--- config.mk ---
export PLATFORM = sky130hd
export DESIGN_NAME = hdlc_addr_screen
export DESIGN_NICKNAME = d
export VERILOG_FILES = /design/src/rtl/hdlc_scr_pkg.sv /design/src/rtl/hdlc_addr_match.sv /design/src/rtl/hdlc_stat_bank.sv /design/src/rtl/hdlc_frame_ctl.sv /design/src/rtl/hdlc_addr_screen.sv
export SDC_FILE = /design/constraint.sdc
export NUM_CORES = 1
export LEC_CHECK = 0
export ABC_AREA = 1
export ABC_CLOCK_PERIOD_IN_PS = 2100
export BUFFER_PORTS_ARGS = -buffer_cell sky130_fd_sc_hd__buf_4
export CAP_MARGIN = 40
export CORE_MARGIN = 2
export CORE_UTILIZATION = 39
export DETAILED_ROUTE_END_ITERATION = 8
export REMOVE_ABC_BUFFERS = 1
export SYNTH_ARGS = -nofsm -noshare
export SYNTH_HDL_FRONTEND = slang
export SYNTH_SLANG_ARGS = --single-unit
--- constraint.sdc ---
create_clock -name clk -period 2.1 [get_ports clk]
set_input_delay 0.21 -clock clk [delete_from_list [all_inputs] [get_ports clk]]
set_output_delay 0.21 -clock clk [all_outputs]
set_load 0.1 [all_outputs]
--- src/rtl/hdlc_scr_pkg.sv ---
package hdlc_scr_pkg;

    typedef enum logic [1:0] {
        FS_IDLE  = 2'd0,
        FS_ADDR2 = 2'd1,
        FS_PASS  = 2'd2,
        FS_DROP  = 2'd3
    } fstate_t;

    localparam int NUM_CNT = 4;

    typedef enum logic [1:0] {
        CNT_DISC    = 2'd0,
        CNT_CRC     = 2'd1,
        CNT_ABORT   = 2'd2,
        CNT_NOMATCH = 2'd3
    } cnt_sel_t;

endpackage

--- src/rtl/hdlc_addr_match.sv ---
module hdlc_addr_match #(
    parameter int N_ADDR = 4,
    parameter int AW     = 16
) (
    input  logic [AW-1:0]        addr_word,
    input  logic [N_ADDR*AW-1:0] addr_tab,
    input  logic [AW-1:0]        addr_mask,
    output logic                 hit
);
    logic [N_ADDR-1:0] entry_hit;

    generate
        for (genvar g = 0; g < N_ADDR; g++) begin : g_entry
            logic [AW-1:0] diff;
            assign diff         = (addr_word ^ addr_tab[g*AW +: AW]) & addr_mask;
            assign entry_hit[g] = (diff == '0);
        end
    endgenerate

    assign hit = |entry_hit;
endmodule

--- src/rtl/hdlc_stat_bank.sv ---
module hdlc_stat_bank #(
    parameter int CNT_W = 16,
    parameter int NUM   = 4
) (
    input  logic                   clk,
    input  logic                   rst_n,
    input  logic                   chan_en,
    input  logic [NUM-1:0]         inc,
    input  logic                   wr_en,
    input  logic [$clog2(NUM)-1:0] wr_sel,
    input  logic [CNT_W-1:0]       wr_data,
    output logic [NUM*CNT_W-1:0]   cnt_flat
);
    localparam int SW = $clog2(NUM);

    logic wr_ok;
    assign wr_ok = wr_en & ~chan_en;

    generate
        for (genvar g = 0; g < NUM; g++) begin : g_cnt
            logic [CNT_W-1:0] val_q;
            always_ff @(posedge clk or negedge rst_n) begin
                if (!rst_n) begin
                    val_q <= '0;
                end else if (wr_ok && (wr_sel == SW'(g))) begin
                    val_q <= wr_data;
                end else if (chan_en && inc[g]) begin
                    val_q <= val_q + 1'b1;
                end
            end
            assign cnt_flat[g*CNT_W +: CNT_W] = val_q;
        end
    endgenerate
endmodule

--- src/rtl/hdlc_frame_ctl.sv ---
module hdlc_frame_ctl
    import hdlc_scr_pkg::*;
#(
    parameter int BW = 8
) (
    input  logic          clk,
    input  logic          rst_n,
    input  logic          chan_en,
    input  logic          rx_valid,
    input  logic          rx_sof,
    input  logic [BW-1:0] rx_data,
    input  logic          end_vld,
    input  logic          st_crc_err,
    input  logic          st_no_buf,
    input  logic          st_overrun,
    input  logic          abort_det,
    input  logic          hit,
    output logic [BW-1:0] lo_byte,
    output logic          inc_disc,
    output logic          inc_crc,
    output logic          inc_abort,
    output logic          inc_nomatch,
    output logic          out_valid,
    output logic [BW-1:0] out_data,
    output logic          out_first,
    output logic          out_last,
    output logic          out_ok
);
    fstate_t       st_q, st_d;
    logic [BW-1:0] lo_q, pend_q;
    logic          ev_abort, ev_end, ev_byte, ev_sof, ev_cont;
    logic          err_free, matched;

    // event decode: abort beats end strobe beats byte
    always_comb begin
        ev_abort = chan_en & abort_det;
        ev_end   = chan_en & ~abort_det & end_vld & (st_q != FS_IDLE);
        ev_byte  = chan_en & ~abort_det & ~end_vld & rx_valid;
        ev_sof   = ev_byte & rx_sof;
        ev_cont  = ev_byte & ~rx_sof;
        err_free = ~st_crc_err & ~st_overrun;
        matched  = (st_q == FS_PASS);
    end

    // next state
    always_comb begin
        st_d = st_q;
        if (!chan_en || ev_abort || ev_end) begin
            st_d = FS_IDLE;
        end else if (ev_sof) begin
            st_d = FS_ADDR2;
        end else if (ev_cont) begin
            unique case (st_q)
                FS_IDLE:  st_d = FS_IDLE;
                FS_ADDR2: st_d = hit ? FS_PASS : FS_DROP;
                FS_PASS:  st_d = FS_PASS;
                FS_DROP:  st_d = FS_DROP;
            endcase
        end
    end

    // state register
    always_ff @(posedge clk or negedge rst_n) begin
        if (!rst_n) st_q <= FS_IDLE;
        else        st_q <= st_d;
    end

    // statistics events
    always_comb begin
        inc_abort   = ev_abort;
        inc_crc     = ev_end & st_crc_err & ~st_overrun;
        inc_nomatch = ev_end & err_free & ~matched;
        inc_disc    = ev_end & err_free & matched & st_no_buf;
    end

    // forwarding datapath and outputs
    always_ff @(posedge clk or negedge rst_n) begin
        if (!rst_n) begin
            lo_q      <= '0;
            pend_q    <= '0;
            out_valid <= 1'b0;
            out_data  <= '0;
            out_first <= 1'b0;
            out_last  <= 1'b0;
            out_ok    <= 1'b0;
        end else begin
            out_valid <= 1'b0;
            out_first <= 1'b0;
            out_last  <= 1'b0;
            out_ok    <= 1'b0;
            if (ev_sof) begin
                lo_q <= rx_data;
            end
            unique case (st_q)
                FS_IDLE, FS_DROP: ;
                FS_ADDR2: begin
                    if (ev_cont && hit) begin
                        out_valid <= 1'b1;
                        out_first <= 1'b1;
                        out_data  <= lo_q;
                        pend_q    <= rx_data;
                    end
                end
                FS_PASS: begin
                    if (ev_abort) begin
                        out_valid <= 1'b1;
                        out_last  <= 1'b1;
                        out_data  <= pend_q;
                    end else if (ev_end) begin
                        out_valid <= 1'b1;
                        out_last  <= 1'b1;
                        out_ok    <= err_free & ~st_no_buf;
                        out_data  <= pend_q;
                    end else if (ev_cont) begin
                        out_valid <= 1'b1;
                        out_data  <= pend_q;
                        pend_q    <= rx_data;
                    end
                end
            endcase
        end
    end

    assign lo_byte = lo_q;
endmodule

--- src/rtl/hdlc_addr_screen.sv ---
module hdlc_addr_screen
    import hdlc_scr_pkg::*;
#(
    parameter int N_ADDR = 4,
    parameter int BYTE_W = 8,
    parameter int CNT_W  = 16
) (
    input  logic                         clk,
    input  logic                         rst_n,
    input  logic                         chan_en,
    input  logic [N_ADDR*2*BYTE_W-1:0]   addr_tab,
    input  logic [2*BYTE_W-1:0]          addr_mask,
    input  logic                         rx_valid,
    input  logic                         rx_sof,
    input  logic [BYTE_W-1:0]            rx_data,
    input  logic                         end_vld,
    input  logic                         st_crc_err,
    input  logic                         st_no_buf,
    input  logic                         st_overrun,
    input  logic                         abort_det,
    input  logic                         cnt_wr_en,
    input  logic [1:0]                   cnt_wr_sel,
    input  logic [CNT_W-1:0]             cnt_wr_data,
    output logic                         out_valid,
    output logic [BYTE_W-1:0]            out_data,
    output logic                         out_first,
    output logic                         out_last,
    output logic                         out_ok,
    output logic [CNT_W-1:0]             cnt_discard,
    output logic [CNT_W-1:0]             cnt_crc,
    output logic [CNT_W-1:0]             cnt_abort,
    output logic [CNT_W-1:0]             cnt_nomatch
);
    localparam int AW = 2 * BYTE_W;

    logic [BYTE_W-1:0]        lo_byte;
    logic                     hit;
    logic [NUM_CNT-1:0]       inc_vec;
    logic [NUM_CNT*CNT_W-1:0] cnt_flat;

    hdlc_addr_match #(.N_ADDR(N_ADDR), .AW(AW)) u_match (
        .addr_word (AW'({rx_data, lo_byte})),
        .addr_tab  (addr_tab),
        .addr_mask (addr_mask),
        .hit       (hit)
    );

    hdlc_frame_ctl #(.BW(BYTE_W)) u_ctl (
        .clk         (clk),
        .rst_n       (rst_n),
        .chan_en     (chan_en),
        .rx_valid    (rx_valid),
        .rx_sof      (rx_sof),
        .rx_data     (rx_data),
        .end_vld     (end_vld),
        .st_crc_err  (st_crc_err),
        .st_no_buf   (st_no_buf),
        .st_overrun  (st_overrun),
        .abort_det   (abort_det),
        .hit         (hit),
        .lo_byte     (lo_byte),
        .inc_disc    (inc_vec[CNT_DISC]),
        .inc_crc     (inc_vec[CNT_CRC]),
        .inc_abort   (inc_vec[CNT_ABORT]),
        .inc_nomatch (inc_vec[CNT_NOMATCH]),
        .out_valid   (out_valid),
        .out_data    (out_data),
        .out_first   (out_first),
        .out_last    (out_last),
        .out_ok      (out_ok)
    );

    hdlc_stat_bank #(.CNT_W(CNT_W), .NUM(NUM_CNT)) u_stats (
        .clk      (clk),
        .rst_n    (rst_n),
        .chan_en  (chan_en),
        .inc      (inc_vec),
        .wr_en    (cnt_wr_en),
        .wr_sel   (cnt_wr_sel),
        .wr_data  (cnt_wr_data),
        .cnt_flat (cnt_flat)
    );

    assign cnt_discard = cnt_flat[CNT_DISC*CNT_W    +: CNT_W];
    assign cnt_crc     = cnt_flat[CNT_CRC*CNT_W     +: CNT_W];
    assign cnt_abort   = cnt_flat[CNT_ABORT*CNT_W   +: CNT_W];
    assign cnt_nomatch = cnt_flat[CNT_NOMATCH*CNT_W +: CNT_W];
endmodule

==> Word level (Yosys, flattened, before mapping) <==
Cells that the tools add are included.
{ "totals": {"ff_bits": 94, "out_inout_bits": 76, "elab_cells": 123} }
{ "op_classes": {"add_sub_neg": 4, "eq_ne": 11, "n_mux": 35, "bitwise": 33, "n_reduce_logical": 28} }
{ "ops": {"columns": ["operator", "count"], "rows": [
  ["$mux W16", 8],
  ["$add A16 B1 Y16 const B", 4],
  ["$and A16 B16 Y16", 4],
  ["$logic_not A16 Y1", 4],
  ["$mux W8", 8],
  ["$xor A16 B16 Y16", 4],
  ["$pmux W8 S2", 2],
  ["$and A1 B1 Y1", 17],
  ["$mux W1", 12],
  ["$reduce_bool A2 Y1", 6],
  ["$logic_and A1 B1 Y1", 9],
  ["$eq A2 B2 Y1 const B", 4],
  ["$not A1 Y1", 8],
  ["$pmux W2 S4", 1],
  ["$mux W2", 3],
  ["$reduce_and A5 Y1", 1],
  ["$eq A2 B1 Y1 const B", 2],
  ["$logic_not A2 Y1", 2],
  ["$ne A2 B1 Y1 const B", 2],
  ["$ne A2 B2 Y1 const B", 2],
  ["$ne A4 B1 Y1 const B", 1],
  ["$reduce_or A4 Y1", 1],
  ["$reduce_and A3 Y1", 1],
  ["$reduce_bool A3 Y1", 1],
  ["3 further kinds", 4]
]} }

==> Logic depth before layout (Yosys ltp) <==
{ "depth": {"word_depth": 10, "ltp_mapped": 15, "ltp_nobuf": 14} }

==> Cells and area by module <==
From an unflattened synthesis, not the netlist that was laid out.
{ "hier_totals": {"hier_cells": 1139, "area_unflattened_um2": 7023.0} }
{ "modules_own_cells": {"columns": ["mod", "instances", "cells_each", "area_per_inst_um2", "seq_area_each_um2"], "rows": [
  ["hdlc_stat_bank", 1, 651, 4259.1, 1601.5],
  ["hdlc_frame_ctl", 1, 174, 1462.7, 750.7],
  ["hdlc_addr_match", 1, 314, 1301.2, 0.0]
]} }

==> Worst setup path before layout <==
Ideal clock, no wire load.
{ "synth_path": {"path_kind": "reg-to-reg", "from": "reg u_stats.g_cnt[2].val_q[0]", "to": "reg u_stats.g_cnt[2].val_q[14]", "arrival_time_ns": 2.371, "t_required_ns": 1.961, "setup_slack_ns": -0.409, "path_stages_with_launch": 11, "path_cell_list": "dfrtp_1 -> ha_1 -> nand2_1 -> nor2_1 -> nand3_1 -> nor2_1 -> nand2_1 -> nor3_1 -> xor2_1 -> nand2_1 -> o221ai_1"} }
{ "synth_between": {"elab_chain_cells": 3} }
{ "synth_rtl": {"columns": ["element", "line", "text"], "rows": [
  ["start, declared", "hdlc_stat_bank.sv:21", "logic [CNT_W-1:0] val_q;"],
  ["start signal, assigned", "hdlc_stat_bank.sv:26", "val_q <= wr_data;"],
  ["start signal, assigned", "hdlc_stat_bank.sv:28", "val_q <= val_q + 1'b1;"],
  ["$add A16 B1 Y16", "hdlc_stat_bank.sv:28", null],
  ["$mux W16", "hdlc_stat_bank.sv:27", "end else if (chan_en && inc[g]) begin"],
  ["$mux W16", "hdlc_stat_bank.sv:25", "end else if (wr_ok && (wr_sel == SW'(g))) begin"]
]} }
Every way passes these cells. The select of a mux whose other input is x is not followed.
A chain may end at the register's enable or synchronous reset.

==> Worst setup path in the final report <==
{ "layout_path": {"from": "reg u_ctl.st_q[0]", "to": "reg u_stats.g_cnt[3].val_q[13]"} }
{ "layout_between": {"elab_chain_cells": 6, "elab_cells_between_ends": 8, "cone_classes": "1 x eq/ne; 4 x bitwise; 3 x reduce/logical"} }
{ "layout_rtl": {"columns": ["element", "line", "text"], "rows": [
  ["start, declared", "hdlc_frame_ctl.sv:29", "fstate_t st_q, st_d;"],
  ["start signal, assigned", "hdlc_frame_ctl.sv:65", "else st_q <= st_d;"],
  ["$reduce_bool A2 Y1", "hdlc_frame_ctl.sv:37", "ev_end = chan_en & ~abort_det & end_vld & (st_q != FS_IDLE);"],
  ["$and A1 B1 Y1", "hdlc_frame_ctl.sv:37", null],
  ["$and A1 B1 Y1", "hdlc_frame_ctl.sv:72", "inc_nomatch = ev_end & err_free & ~matched;"],
  ["$and A1 B1 Y1 (*)", "hdlc_frame_ctl.sv:72", null],
  ["$logic_and A1 B1 Y1 (*)", "hdlc_stat_bank.sv:27", null],
  ["$reduce_bool A2 Y1 (no source line) (*)", null, null],
  ["end signal, assigned", "hdlc_stat_bank.sv:26", null],
  ["end signal, assigned", "hdlc_stat_bank.sv:28", null],
  ["end, declared", "hdlc_stat_bank.sv:21", null]
]} }
Mark *: on every way between the ends. The rest lies on a longest branch, timed or not.

==> metrics <==
Core Footprint=about 17,000 sq um; NumNets Final=1,292; Worst Hold Class=in2reg; Int Pwr=4.38 mW; DRT antenna net count=0; FP Rows=47; Slew headroom=66.1%; Cell Chain, Critical Path=inv_1, ha_1, nor3_4, nand2_2, nor3_4, inv_4, nand2_2, inv_2, nand2_1, o21ai_1, o21bai_1; share of the synthesized area in the top cell type=35.4%; Inserted Clock Buffers=9; root buffer cell=clkbuf_16; first-pass GRT wire length=32.4 mm; WP data arrival=2.17 ns; leak pwr=4.51 nW; # IOs=193; Area contributors post-synth=dfrtp_1 (35%), nand2_1 (18%), nand3_1 (8.4%); die area=18,100 sq um; DR iter-0 viols=346; ant diodes=0; most common cell after layout, fill and taps aside=nand2_1; antenna violations before repair=0; gr usage total=22.8%; largest net degree at the start of global routing=41; CP Capture Type=flop; Tcrit/Tclk final=between 90% and 100%; final setup fails=0; Final Hold Viols=0; clock sink total=94; power per standard cell area=1010 nW/um^2; Post-Synthesis Cell Area=6650 sq um; Overflow after GRT=0; critical path class=reg2reg; number of global-route vias before repair=between 6,000 and 7,000; ys flop type=dfrtp_1; Unique masters post-synth=41; DR WL/cell=14.8 um; Worst setup SP type=flop; Worst Skew=0.0124 ns; Post-Synthesis Cells=957; Post-Route WL=20.6 mm; Seq cells post-synth=94; clock tree buffer depth=2; clock share of power=20.1%; Comb power frac=between 40% and 50%; dpl hpwl=16.3 mm; register area=2350 sq um; Seq/Total Area, Yosys=between 30% and 40%; minimum clock period=1.95 ns; most frequent cells in the layout=nand2_1 (311), buf_4 (221), inv_1 (119); RSZ-0062 raised after global routing=false; Synth warnings=0; placed cells=1,373; CTS tree=yes; Fill cells=1,660; delay-heaviest family, CP=simple AND/OR/NAND/NOR gates; Sw Ratio=around 51%; Post-synth EDFFs=0; routed vias=6,916; outcome=finished, final reports clean; H-tree levels=3; fin cells=1,392; Worst-Margin Slew=0.508 ns; total negative setup slack=0 ns; Max Transition Viols Final=0; detailed-route vias per instance=4.97; peak fanout along the critical path=12; share of layout cells above drive strength 1=25.7%; die height=~130 um; Sequential Power Share=a little under a third; Worst-Skew Late Latency=0.34 ns; Crit path buffers/inverters=3; VDD IR-drop max=0.000980 V; Syn Area/Cell=6.95 sq um; async set or reset register ratio after synthesis=100%; max_cap viols=0; Initial Util=roughly two fifths; worst path required time=2.32 ns; DRC=0; multi-input logic area=approximately 3700 sq um; Net Sw Power=about 4.6 mW; Worst-path clk slew=0.07 ns; CP max-delay cell=dfrtp_1; Area Overhead vs Synth=32.9%; PortBufs=roughly 190; final RePlAce weighted congestion=0.857; area leader, netlist=dfrtp_1; Max stage delay on crit path=around 0.38 ns; drt pass-1 iters=4; die width=135 um; fmax=0.514 GHz
sequential cells by signal, summed over array words and instances, names as in the netlist:
signal / cells
u_ctl.out_first: 1
u_ctl.lo_byte: 8
u_ctl.st_q: 2
u_ctl.pend_q: 8
u_ctl.out_ok: 1
u_stats.g_cnt.val_q: 64
u_ctl.out_last: 1
u_ctl.out_valid: 1
u_ctl.out_data: 8
layer usage:
layer	vias up	track usage, %	share of wire, %
li1	3493	-	-
met1	3184	29.5	43
met2	224	39.8	49
met3	15	3.49	7.0
met4	0	5.79	1.3
met5	-	0	0
what timing repair did:
item	4_1_cts	5_1_grt
hold buffers	1	0
buffers inserted	0	2
setup endpoints to repair	0	21
resized for setup	0	10
endpoints found under the hold margin	32	0
final timing paths:
kind	startpoint	cells past startpoint	end	slack, ns
max	u_ctl.st_q[0]	11	u_stats.g_cnt[3].val_q[13]	0.15
min	st_no_buf	2	u_ctl.out_ok	0.09
max reg2reg	u_ctl.st_q[0]	11	u_stats.g_cnt[3].val_q[13]	0.15
min reg2reg	u_ctl.pend_q[4]	2	u_ctl.pend_q[4]	0.47
max in group asynchronous	rst_n	3	u_stats.g_cnt[1].val_q[4]	1.01
min in group asynchronous	rst_n	2	u_stats.g_cnt[3].val_q[5]	0.37
area by class of cell:
type / instances / area share [%]
multi-input cells: 708 / 41.8
inverters: 131 / 5.59
flip-flops and latches: 94 / 26.6
repair buffers: 223 / 19.1
clock buffers: 11 / 2.75
well taps: 220 / 3.12
clock inverters: 5 / 0.935
metrics by stage:
step / hold slack (ns) / util [%] / power (mW) / area, sq um / setup WS [ns]
floorplan: -0.0856 / - / 5.95 / 6520 / -0.410
global placement: 0.199 / 50.8 / 7.14 / 8460 / 0.194
detailed placement: 0.202 / 50.8 / 7.17 / 8460 / 0.124
CTS: 0.0774 / 52.8 / 8.97 / 8790 / 0.110
global route: 0.0779 / 53.1 / 9.37 / 8830 / 0.00811
finish: 0.0907 / 53.1 / 8.94 / 8830 / 0.154
cells in the mapped netlist, types with 11 or more instances:
cell        n
a21oi_1    14
dfrtp_1    94
inv_1     122
nand2_1   311
nand2_2    12
nand3_1   112
nor2_1     69
o211ai_1   11
o21ai_0    31
o221ai_1   18
o221ai_2   12
xnor2_1    12
xor2_1     32
power by group through the flow:
stage               registers [mW]  logic [mW]  clock network [mW]
finish                        2.71        4.42                1.80
global route                  2.78        4.69                1.90
CTS                           2.70        4.44                1.82
detailed placement            2.73        4.43                   0
global placement              2.73        4.41                   0
floorplan                     4.93        1.01                   0
kinds of logic (layout without fill, tap and decap cells):
family | count (synthesis) | after routing | share of synthesized area (%)
simple gates | 558 | 558 | 37.0
fa+ha+maj | 8 | 8 | 1.51
compound gates | 98 | 98 | 10.9
buf+inv | 155 | 370 | 9.43
flops | 94 | 94 | 35.4
xor+xnor | 44 | 44 | 5.79
No activity file was read; power rests on OpenSTA's default activity.
